==> src/rtl/ftc_pkg.sv <==
package ftc_pkg;

  // Strobes from the register side to the accumulator datapath.
  typedef struct packed {
    logic clearAcc;  // ratio register written this cycle
    logic saturate;  // numerator not below a nonzero denominator
    logic freeze;    // denominator is zero
  } ftcStrobe_t;

  localparam int unsigned RATIO_COUNT = 2;

endpackage

==> src/rtl/ftc_regs.sv <==
module ftc_regs
  import ftc_pkg::*;
#(
  parameter int unsigned DATA_W  = 32,
  parameter int unsigned ADDR_W  = 8,
  parameter int unsigned RATIO_W = 12,
  parameter int unsigned COUNT_W = 64,
  parameter logic [ADDR_W-1:0] LO_OFS  = 8'h00,
  parameter logic [ADDR_W-1:0] HI_OFS  = 8'h04,
  parameter logic [ADDR_W-1:0] NUM_OFS = 8'h10,
  parameter logic [ADDR_W-1:0] DEN_OFS = 8'h14,
  parameter int unsigned DEF_NUM = 4,
  parameter int unsigned DEF_DEN = 25
) (
  input  logic               clk,
  input  logic               rst,
  input  logic               busWrEn,
  input  logic               busRdEn,
  input  logic [ADDR_W-1:0]  busAddr,
  input  logic [DATA_W-1:0]  busWrData,
  input  logic [COUNT_W-1:0] countValue,
  output logic [DATA_W-1:0]  busRdData,
  output logic [RATIO_W-1:0] numValue,
  output logic [RATIO_W-1:0] denValue,
  output ftcStrobe_t         ctrlStrobe
);

  localparam int unsigned HI_W = COUNT_W - DATA_W;

  logic [DATA_W-1:0]      ratioWord [RATIO_COUNT];
  logic [RATIO_COUNT-1:0] ratioHit;
  logic [HI_W-1:0]        hiLatchQ;
  logic [DATA_W-1:0]      rdDataQ;

  // One storage word per ratio register; index 0 is the numerator.
  for (genvar g = 0; g < RATIO_COUNT; g++) begin : gRatio
    localparam logic [ADDR_W-1:0] OFS     = (g == 0) ? NUM_OFS : DEN_OFS;
    localparam logic [DATA_W-1:0] RST_VAL = (g == 0) ? DATA_W'(DEF_NUM) : DATA_W'(DEF_DEN);
    logic [DATA_W-1:0] wordQ;

    assign ratioHit[g] = busWrEn && (busAddr == OFS);

    always_ff @(posedge clk) begin
      if (rst) begin
        wordQ <= RST_VAL;
      end else if (ratioHit[g]) begin
        wordQ <= busWrData;
      end
    end

    assign ratioWord[g] = wordQ;
  end

  assign numValue = ratioWord[0][RATIO_W-1:0];
  assign denValue = ratioWord[1][RATIO_W-1:0];

  always_comb begin
    ctrlStrobe.clearAcc = |ratioHit;
    ctrlStrobe.freeze   = (denValue == '0);
    ctrlStrobe.saturate = (denValue != '0) && (numValue >= denValue);
  end

  // Registered read port; a low-word read captures the high word.
  always_ff @(posedge clk) begin
    if (rst) begin
      rdDataQ  <= '0;
      hiLatchQ <= '0;
    end else if (busRdEn) begin
      if (busAddr == LO_OFS) begin
        rdDataQ  <= countValue[DATA_W-1:0];
        hiLatchQ <= countValue[COUNT_W-1:DATA_W];
      end else if (busAddr == HI_OFS) begin
        rdDataQ <= DATA_W'(hiLatchQ);
      end else if (busAddr == NUM_OFS) begin
        rdDataQ <= ratioWord[0];
      end else if (busAddr == DEN_OFS) begin
        rdDataQ <= ratioWord[1];
      end else begin
        rdDataQ <= '0;
      end
    end
  end

  assign busRdData = rdDataQ;

endmodule

==> src/rtl/ftc_accum.sv <==
module ftc_accum
  import ftc_pkg::*;
#(
  parameter int unsigned RATIO_W = 12,
  parameter int unsigned COUNT_W = 64
) (
  input  logic               clk,
  input  logic               rst,
  input  ftcStrobe_t         ctrlStrobe,
  input  logic [RATIO_W-1:0] numValue,
  input  logic [RATIO_W-1:0] denValue,
  output logic [RATIO_W:0]   accValue,
  output logic [COUNT_W-1:0] countValue,
  output logic               tickPulse
);

  localparam int unsigned ACC_W = RATIO_W + 1;

  logic [ACC_W-1:0]   accQ;
  logic [ACC_W-1:0]   accNext;
  logic [ACC_W-1:0]   sumVal;
  logic               stepNow;
  logic [COUNT_W-1:0] countQ;
  logic               tickQ;

  assign sumVal = accQ + {1'b0, numValue};

  always_comb begin
    accNext = accQ;
    stepNow = 1'b0;
    if (ctrlStrobe.clearAcc) begin
      accNext = '0;
    end else if (ctrlStrobe.freeze) begin
      accNext = accQ;
    end else if (ctrlStrobe.saturate) begin
      accNext = '0;
      stepNow = 1'b1;
    end else if (sumVal >= {1'b0, denValue}) begin
      accNext = sumVal - {1'b0, denValue};
      stepNow = 1'b1;
    end else begin
      accNext = sumVal;
    end
  end

  always_ff @(posedge clk) begin
    if (rst) begin
      accQ   <= '0;
      countQ <= '0;
      tickQ  <= 1'b0;
    end else begin
      accQ  <= accNext;
      tickQ <= stepNow;
      if (stepNow) begin
        countQ <= countQ + COUNT_W'(1);
      end
    end
  end

  assign accValue   = accQ;
  assign countValue = countQ;
  assign tickPulse  = tickQ;

endmodule

==> src/rtl/frac_time_counter.sv <==
module frac_time_counter
  import ftc_pkg::*;
#(
  parameter int unsigned DATA_W  = 32,
  parameter int unsigned ADDR_W  = 8,
  parameter int unsigned RATIO_W = 12,
  parameter int unsigned COUNT_W = 2 * DATA_W,
  parameter logic [ADDR_W-1:0] NUM_OFS = 8'h10,
  parameter logic [ADDR_W-1:0] DEN_OFS = 8'h14
) (
  input  logic               clk,
  input  logic               rst,
  input  logic               busWrEn,
  input  logic               busRdEn,
  input  logic [ADDR_W-1:0]  busAddr,
  input  logic [DATA_W-1:0]  busWrData,
  output logic [DATA_W-1:0]  busRdData,
  output logic [COUNT_W-1:0] countValue,
  output logic               tickPulse
);

  logic [RATIO_W-1:0] numValue;
  logic [RATIO_W-1:0] denValue;
  logic [RATIO_W:0]   accValue;
  ftcStrobe_t         ctrlStrobe;

  ftc_regs #(
    .DATA_W (DATA_W),
    .ADDR_W (ADDR_W),
    .RATIO_W(RATIO_W),
    .COUNT_W(COUNT_W),
    .NUM_OFS(NUM_OFS),
    .DEN_OFS(DEN_OFS)
  ) i_regs (
    .clk       (clk),
    .rst       (rst),
    .busWrEn   (busWrEn),
    .busRdEn   (busRdEn),
    .busAddr   (busAddr),
    .busWrData (busWrData),
    .countValue(countValue),
    .busRdData (busRdData),
    .numValue  (numValue),
    .denValue  (denValue),
    .ctrlStrobe(ctrlStrobe)
  );

  ftc_accum #(
    .RATIO_W(RATIO_W),
    .COUNT_W(COUNT_W)
  ) i_accum (
    .clk       (clk),
    .rst       (rst),
    .ctrlStrobe(ctrlStrobe),
    .numValue  (numValue),
    .denValue  (denValue),
    .accValue  (accValue),
    .countValue(countValue),
    .tickPulse (tickPulse)
  );

endmodule

==> config.mk <==
export PLATFORM = sky130hd
export DESIGN_NAME = frac_time_counter
export DESIGN_NICKNAME = d
export VERILOG_FILES = /design/src/rtl/ftc_pkg.sv /design/src/rtl/ftc_regs.sv /design/src/rtl/ftc_accum.sv /design/src/rtl/frac_time_counter.sv
export SDC_FILE = /design/constraint.sdc
export NUM_CORES = 1
export LEC_CHECK = 0
export BUFFER_PORTS_ARGS = -buffer_cell sky130_fd_sc_hd__clkbuf_2
export CELL_PAD_IN_SITES_DETAIL_PLACEMENT = 0
export CELL_PAD_IN_SITES_GLOBAL_PLACEMENT = 1
export CORE_UTILIZATION = 45
export CTS_CLUSTER_SIZE = 30
export DETAILED_ROUTE_END_ITERATION = 8
export MAX_ROUTING_LAYER = met4
export PLACE_DENSITY = 0.88
export SETUP_SLACK_MARGIN = 0.1
export SLEW_MARGIN = 0
export SYNTH_ARGS = -nofsm -noshare
export SYNTH_HDL_FRONTEND = slang
export SYNTH_HIERARCHICAL = 1
export SYNTH_SLANG_ARGS = --single-unit
==> constraint.sdc <==
create_clock -name clk -period 5.25 [get_ports clk]
set_input_delay 0 -clock clk [delete_from_list [all_inputs] [get_ports clk]]
set_output_delay 0 -clock clk [all_outputs]
set_load 0.01 [all_outputs]
==> results.md, run 1 <==
* Run status: completed
* Synth Area in Adders at 4.58%
* Critical R2R Capture: i_accum/countValue[57]
* Mux cell area share after synthesis at 17.3%
* Iteration count of the initial detailed-routing pass at 5
* Placed insts at 1570
* Hold Crit Depth at 5
* Synth top area share at 37.5%
* Main area contributors after synthesis: dfxtp_1 38%, mux2i_1 9.3%, nor2_1 6.9%
* Worst min-delay path category: in -> reg
* Worst reg2reg path depth at 16
* Leakage at 5.41 nW
* Post-cts sizing count at 0
* Clock Sinks at 206
* Placed instance area at 0.0116 mm^2
* Flop2flop setup slack at 0.75 ns
* Worst Hold Margin at 0.131 ns
* Max Cap Viol at 0
* Antenna viol nets, final at 0
* Signal arrival time at the worst endpoint at 4.87 ns
* Power, Total at 0.00442 W
* Core Box Area at 0.0237 mm^2
* I/O Buffers at 140
* Worst Setup End Kind: flop
* Max IR drop VDD at 0.234 mV
* Vias in the first global route at 8409
* Die X at 158 um
* Sequential share of the synthesized area at 37.5%
* Fmax achieved at 222 MHz
* CTS tree: built
* Nets at 1395
* Post-synth EDFFs at 0
* FF+latch count, synth at 206
* Final WL at 28500 um
* Minimum clock period at 4.50 ns
* Diodes inserted at 0
* Post-synth top flop: dfxtp_1
* Final Cycle Share at 85.8%
* Die Y at 158 um
* First-pass GRT wire length at 45000 um
* Hold endpoint: i_regs/busRdData[29]
* Post-Synth Simple-Gate Area at 18.5%
* Initial antenna violation count at 0
* P&R area growth vs syn at 16.1%
* Pwr Density at 347 mW/mm^2
* Worst-case clock buffer depth at 3
* RSZ-0062 raised after global routing: no
* Largest net degree at the start of global routing at 99
* XOR/XNOR share of the synthesized area at 3.67%
* Worst setup SP type: flop
* Starting density of the core at 46.4%
* Global Route Usage Sum at 23.6%
* Num rows at 56
* Clk pin slew, worst setup/hold paths at 0.06 ns
* Die area at 0.0251 mm^2
* Largest family of logic cells by synthesized area: simple AND/OR/NAND/NOR gates
* CP max FO at 27
* Non-Filler Instances at 1648
* Root buf cell: clkbuf_16
* Compound-Gate Fraction of Synth Area at 11.6%
* Syn_nets at 1272
* Final Setup Violations at 0
* Residual DRC at 0
* Slew @ Worst Pin at 0.978 ns
* Clk_lat worst skew at 0.52 ns
* Cell with the most instances after synthesis: dfxtp_1
* GR Overflow Total at 0
* Post-Syn Area per Cell at 9.24 um^2
* Distinct cells, synth at 71
* Initial DRC count at 554
* Crit path kind: reg -> reg
* Yosys Warn Count at 6
* H-tree depth at 1
* Via/cell ratio at 5.46
* Post-Syn Instances at 1189
* # IOs at 141
* WP data required at 5.62 ns
* Min-delay src: busRdEn
* Slew HR at 33.1%
* Cts bufs inserted at 24
* Yosys top cell by area: dfxtp_1
* Post-synthesis cell area at 0.0110 mm^2
* Pins Over Slew Limit at 0
* DR WL/cell at 17.3 um
* Share of synthesized registers carrying an async set or reset at 0%
* TNS Setup at 0 ns
* Routability-driven placement congestion ratio at 0.886
* Final Skew at 0.0279 ns
* Reg-to-Reg Start: i_regs/gRatio[0].wordQ[1]
* DP Wirelength at 19800 um
* Post-synth top cells: 206 x dfxtp_1, 202 x nor2_1, 102 x mux2i_1
* Via count at 9006
* Final Cell Area at 0.0128 mm^2
* Layout cells sized above 1 at 19.4%
* Fin. Hold Viols at 0
==> sequential cells by signal, summed over array words and instances, names as in the netlist <==
| name | cells |
|---|---|
| i_regs/gRatio.wordQ | 64 |
| i_regs/hiLatchQ | 32 |
| i_accum/accValue | 13 |
| i_accum/tickPulse | 1 |
| i_accum/countValue | 64 |
| i_regs/busRdData | 32 |
==> repair_timing <==
action,in CTS,in global routing
hold endpoints to repair,85,0
setup buffers,0,0
hold buffers,35,0
==> where the power goes <==
part,switching (W),leakage [nW],internal [W]
sequential,0.0000428,1.66,0.00162
combinational,0.000678,3.36,0.000433
clock,0.000660,0.388,0.000992
total,0.00138,5.41,0.00304
==> worst max-delay path: stages, from the launching register on <==
cell and delay, ns:
dfxtp_1 0.40, ha_1 0.25, a21o_1 0.19, a311oi_1 0.40, o21ai_0 0.19, a31o_2 0.26
a21oi_1 0.17, xnor2_1 0.10, ha_1 0.34, nand4_1 0.11, nor2_1 0.11, a21oi_1 0.08
and2_1 0.20, mux2_4 0.42, a2111oi_4 0.78, a41o_1 0.27, a21oi_1 0.07
==> through the flow <==
stage	setup slack (ns)	utilization, %
detailed placement	0.721	49.1
global placement	0.810	49.1
floorplan	1.35	-
global route	0.419	53.9
finish	0.748	53.9
CTS	0.715	53.9
==> cells in the final DEF, fill, tap and decap left out, types with 26 or more instances in the layout <==
cell | Yosys | layout
dfxtp_1 | 206 | 206
o21ai_0 | 29 | 29
xnor2_1 | 40 | 40
dlygate4sd3_1 | 0 | 35
mux4_2 | 32 | 32
nor2_1 | 202 | 201
a21oi_1 | 80 | 80
ha_1 | 37 | 37
nand3_1 | 26 | 26
nor2b_1 | 49 | 49
clkbuf_2 | 0 | 139
inv_1 | 52 | 52
nand2_1 | 50 | 50
mux2i_1 | 102 | 102
==> routing by layer <==
| layer | vias up | track usage [%] | share of wire [%] |
|---|---|---|---|
| met5 | - | - | 0 |
| met4 | 0 | 5.36 | 1.7 |
| met1 | 4313 | 31.4 | 47 |
| met3 | 36 | 2.48 | 4.7 |
| li1 | 4427 | - | - |
| met2 | 230 | 38.5 | 47 |
==> area by class of cell <==
cell class,instances,area (um^2)
Multi-Input combinational cell,842,6120
Timing Repair Buffer,186,1140
Inverter,52,195
Clock inverter,13,155
Clock buffer,30,623
Tap cell,319,399
Sequential cell,206,4120
Fill cell,2212,10900
==> worst max-delay path by stage <==
stage                                          from                      to  slack (ns)
after global routing      i_regs/gRatio[0].wordQ[0]  i_accum/countValue[63]        0.42
after CTS                 i_regs/gRatio[0].wordQ[1]  i_accum/countValue[57]        0.72
after floorplan           i_regs/gRatio[0].wordQ[1]  i_accum/countValue[54]        1.35
after detailed placement  i_regs/gRatio[0].wordQ[1]  i_accum/countValue[57]        0.72
after global placement    i_regs/gRatio[0].wordQ[3]  i_accum/countValue[57]        0.81
final                     i_regs/gRatio[0].wordQ[1]  i_accum/countValue[57]        0.75
==> cells by family (layout without fill, tap and decap cells) <==
kind of cell,after synthesis,in the layout
multiplexers,147,147
buffers and inverters,141,281
AO/OA/AOI/OAI,191,191
AND/OR/NAND/NOR,419,419
flip-flops,206,206
adder cells (fa/ha/maj),39,39
XOR/XNOR,46,46
Note: power is estimated with default switching activity, not from simulation.
==> inputs of run 2 (changes only) <==
--- a/config.mk
+++ b/config.mk
@@ -5,9 +5,11 @@
 export SDC_FILE = /design/constraint.sdc
 export NUM_CORES = 1
 export LEC_CHECK = 0
+export ABC_CLOCK_PERIOD_IN_PS = 5250
 export BUFFER_PORTS_ARGS = -buffer_cell sky130_fd_sc_hd__clkbuf_2
 export CELL_PAD_IN_SITES_DETAIL_PLACEMENT = 0
 export CELL_PAD_IN_SITES_GLOBAL_PLACEMENT = 1
+export CORE_ASPECT_RATIO = 1.25
 export CORE_UTILIZATION = 45
 export CTS_CLUSTER_SIZE = 30
 export DETAILED_ROUTE_END_ITERATION = 8
==> constraint.sdc (replaced) <==
create_clock -name clk -period 5.25 [get_ports clk]
set_input_delay 0.525 -clock clk [delete_from_list [all_inputs] [get_ports clk]]
set_output_delay 0.525 -clock clk [all_outputs]
set_load 0.01 [all_outputs]
==> run 2 against run 1 <==
First-iteration DRC count increased by 2.2%. Register-to-register slack got worse by 0.20 ns. Non-clock buffer count decreased by 38. Core utilization decreased by 2.1 points. Clock skew decreased by 0.0053 ns.
==> results.md, run 2 (synthesis results as in run 1) <==
* Initial antenna violation count at 2 (+2)
* Cts hold-fix bufs at 0 (-100%)
* Die area at 0.0251 mm^2 (about the same)
* TNS Setup at 0 ns (unchanged)
* Clk_lat worst skew at 0.51 ns (about the same)
* Placed insts at 1573 (+0.19%)
* Post-cts sizing count at 0 (unchanged)
* Routability-driven placement congestion ratio at 0.897 (+1.3%)
* DR WL/cell at 18.9 um (+8.9%)
* Non-Filler Instances at 1615 (-2.0%)
* CTS tree: built
* Clk pin slew, worst setup/hold paths at 0.06 ns (about the same)
* Nets at 1355 (-2.9%)
* Die Y at 177 um (+12%)
* Vias in the first global route at 8546 (+1.6%)
* Starting density of the core at 46.0% (-0.39 points)
* Max IR drop VDD at 0.233 mV (-0.25%)
* RSZ-0062 raised after global routing: no
* # IOs at 141 (unchanged)
* P&R area growth vs syn at 12.4%
* Pwr Density at 350 mW/mm^2 (+0.93%)
* Final Cycle Share at 89.5% (+3.8 points)
* Pins Over Slew Limit at 0 (unchanged)
* Slew HR at 18.2% (-15 points)
* Root buf cell: clkbuf_16
* Most common cell after layout, fill and taps aside: dfxtp_1
* Core Box Area at 0.0239 mm^2 (+0.85%)
* Residual DRC at 0 (unchanged)
* Run status: completed
* GR Overflow Total at 0 (unchanged)
* Signal arrival time at the worst endpoint at 5.10 ns (+0.23 ns)
* Worst min-delay path category: in -> reg
* Fmax achieved at 213 MHz (-4.2%)
* Worst-case clock buffer depth at 3 (unchanged)
* Global Route Usage Sum at 24.9% (+1.4 points)
* Antenna viol nets, final at 0 (unchanged)
* Worst Setup End Kind: flop
* Iteration count of the initial detailed-routing pass at 5 (unchanged)
* I/O Buffers at 140 (unchanged)
* Final Setup Violations at 0 (unchanged)
* Layout cells sized above 1 at 19.8% (+0.39 points)
* Final WL at 30400 um (+6.7%)
* Post-CTS setup buffer count at 0 (unchanged)
* CP max FO at 26 (-3.7%)
* DP Wirelength at 21600 um (+9.1%)
* Worst setup SP type: flop
* Fin. Hold Viols at 0 (unchanged)
* H-tree depth at 1 (unchanged)
* Final Skew at 0.0226 ns (-0.00525 ns)
* Max Cap Viol at 0 (unchanged)
* Num rows at 63 (+13%)
* Cts bufs inserted at 22 (-8.3%)
* Via count at 8898 (-1.2%)
* Via/cell ratio at 5.51 (+0.82%)
* Most frequent cells in the layout: 206 x dfxtp_1, 201 x nor2_1, 139 x clkbuf_2, 102 x mux2i_1, 80 x a21oi_1
* WP data required at 5.65 ns (+0.03 ns)
* Flop2flop setup slack at 0.55 ns (-0.20 ns)
* Initial DRC count at 566 (+2.2%)
* Die X at 142 um (-10%)
* Slew @ Worst Pin at 1.23 ns (+0.247 ns)
* Largest net degree at the start of global routing at 76 (-23%)
* Minimum clock period at 4.70 ns (+0.197 ns)
* Leakage at 5.22 nW (-3.5%)
* Crit path kind: reg -> reg
* First-pass GRT wire length at 47300 um (+5.1%)
* Clock Sinks at 206 (unchanged)
## run 2: changes by cell type in the layout (fill, tap and decap cells not counted), sizes merged
cell         change
buf              -3
bufinv           -2
clkbuf           +1
clkinv           -3
clkinvlp         +1
diode            +2
dlygate4sd3     -35
## run 2: final timing paths
path	from	to	cells past startpoint
worst max-delay path	i_regs/gRatio[0].wordQ[0]	i_accum/countValue[25]	17
worst min-delay path	busWrData[2]	i_regs/gRatio[0].wordQ[2]	2
worst max register to register	i_regs/gRatio[0].wordQ[0]	i_accum/countValue[25]	17
worst min register to register	i_accum/accValue[3]	i_accum/accValue[3]	2
## run 2: area by class of cell
class	count	area (um^2)
Fill cell	2252	11500
Multi-Input combinational cell	842	6120
Sequential cell	206	4120
Timing Repair Buffer	148	767
Clock buffer	31	644
Tap cell	325	407
Inverter	52	195
Clock inverter	9	91.3
Antenna cell	2	5.00
## run 2: where the power goes
group / switching (W) / leakage [nW] / internal [W]
combinational: 0.000692 / 3.19 / 0.000407
clock: 0.000655 / 0.363 / 0.000911
sequential: 0.0000420 / 1.66 / 0.00162
total: 0.00139 / 5.22 / 0.00293
## run 2: per-stage QoR
step	hold WS [ns]	util [%]	total power [W]	setup WS (ns)	cell area, um^2
floorplan	0.429	-	0.00254	1.35	11000
global placement	0.441	48.6	0.00276	0.758	11600
detailed placement	0.453	48.6	0.00278	0.627	11600
CTS	0.232	51.7	0.00433	0.609	12300
global route	0.257	51.7	0.00451	0.290	12400
finish	0.244	51.7	0.00432	0.551	12400
## run 2: layer usage
metal | track usage, % | wire length [um] | vias to the layer above | part of all wire [%]
met3 | 2.44 | 1260 | 48 | 4.2
met4 | 7.80 | 775 | 0 | 2.5
met5 | - | 0 | - | 0
li1 | - | - | 4330 | -
met1 | 31.7 | 13500 | 4309 | 44
met2 | 41.6 | 14900 | 211 | 49
## run 2: critical path, stage by stage (launching register included)
cell and delay, ns:
dfxtp_1 0.37, ha_1 0.20, inv_1 0.06, fa_1 0.40, nor2b_1 0.16, o31a_2 0.19, o21a_1 0.12, nor2_1 0.04
xnor2_1 0.22, ha_1 0.31, o21a_1 0.14, o211ai_1 0.15, o21bai_1 0.21, a31oi_2 0.20, nor2_2 0.95, a211oi_1 0.35
nand3_1 0.18, mux2_2 0.33
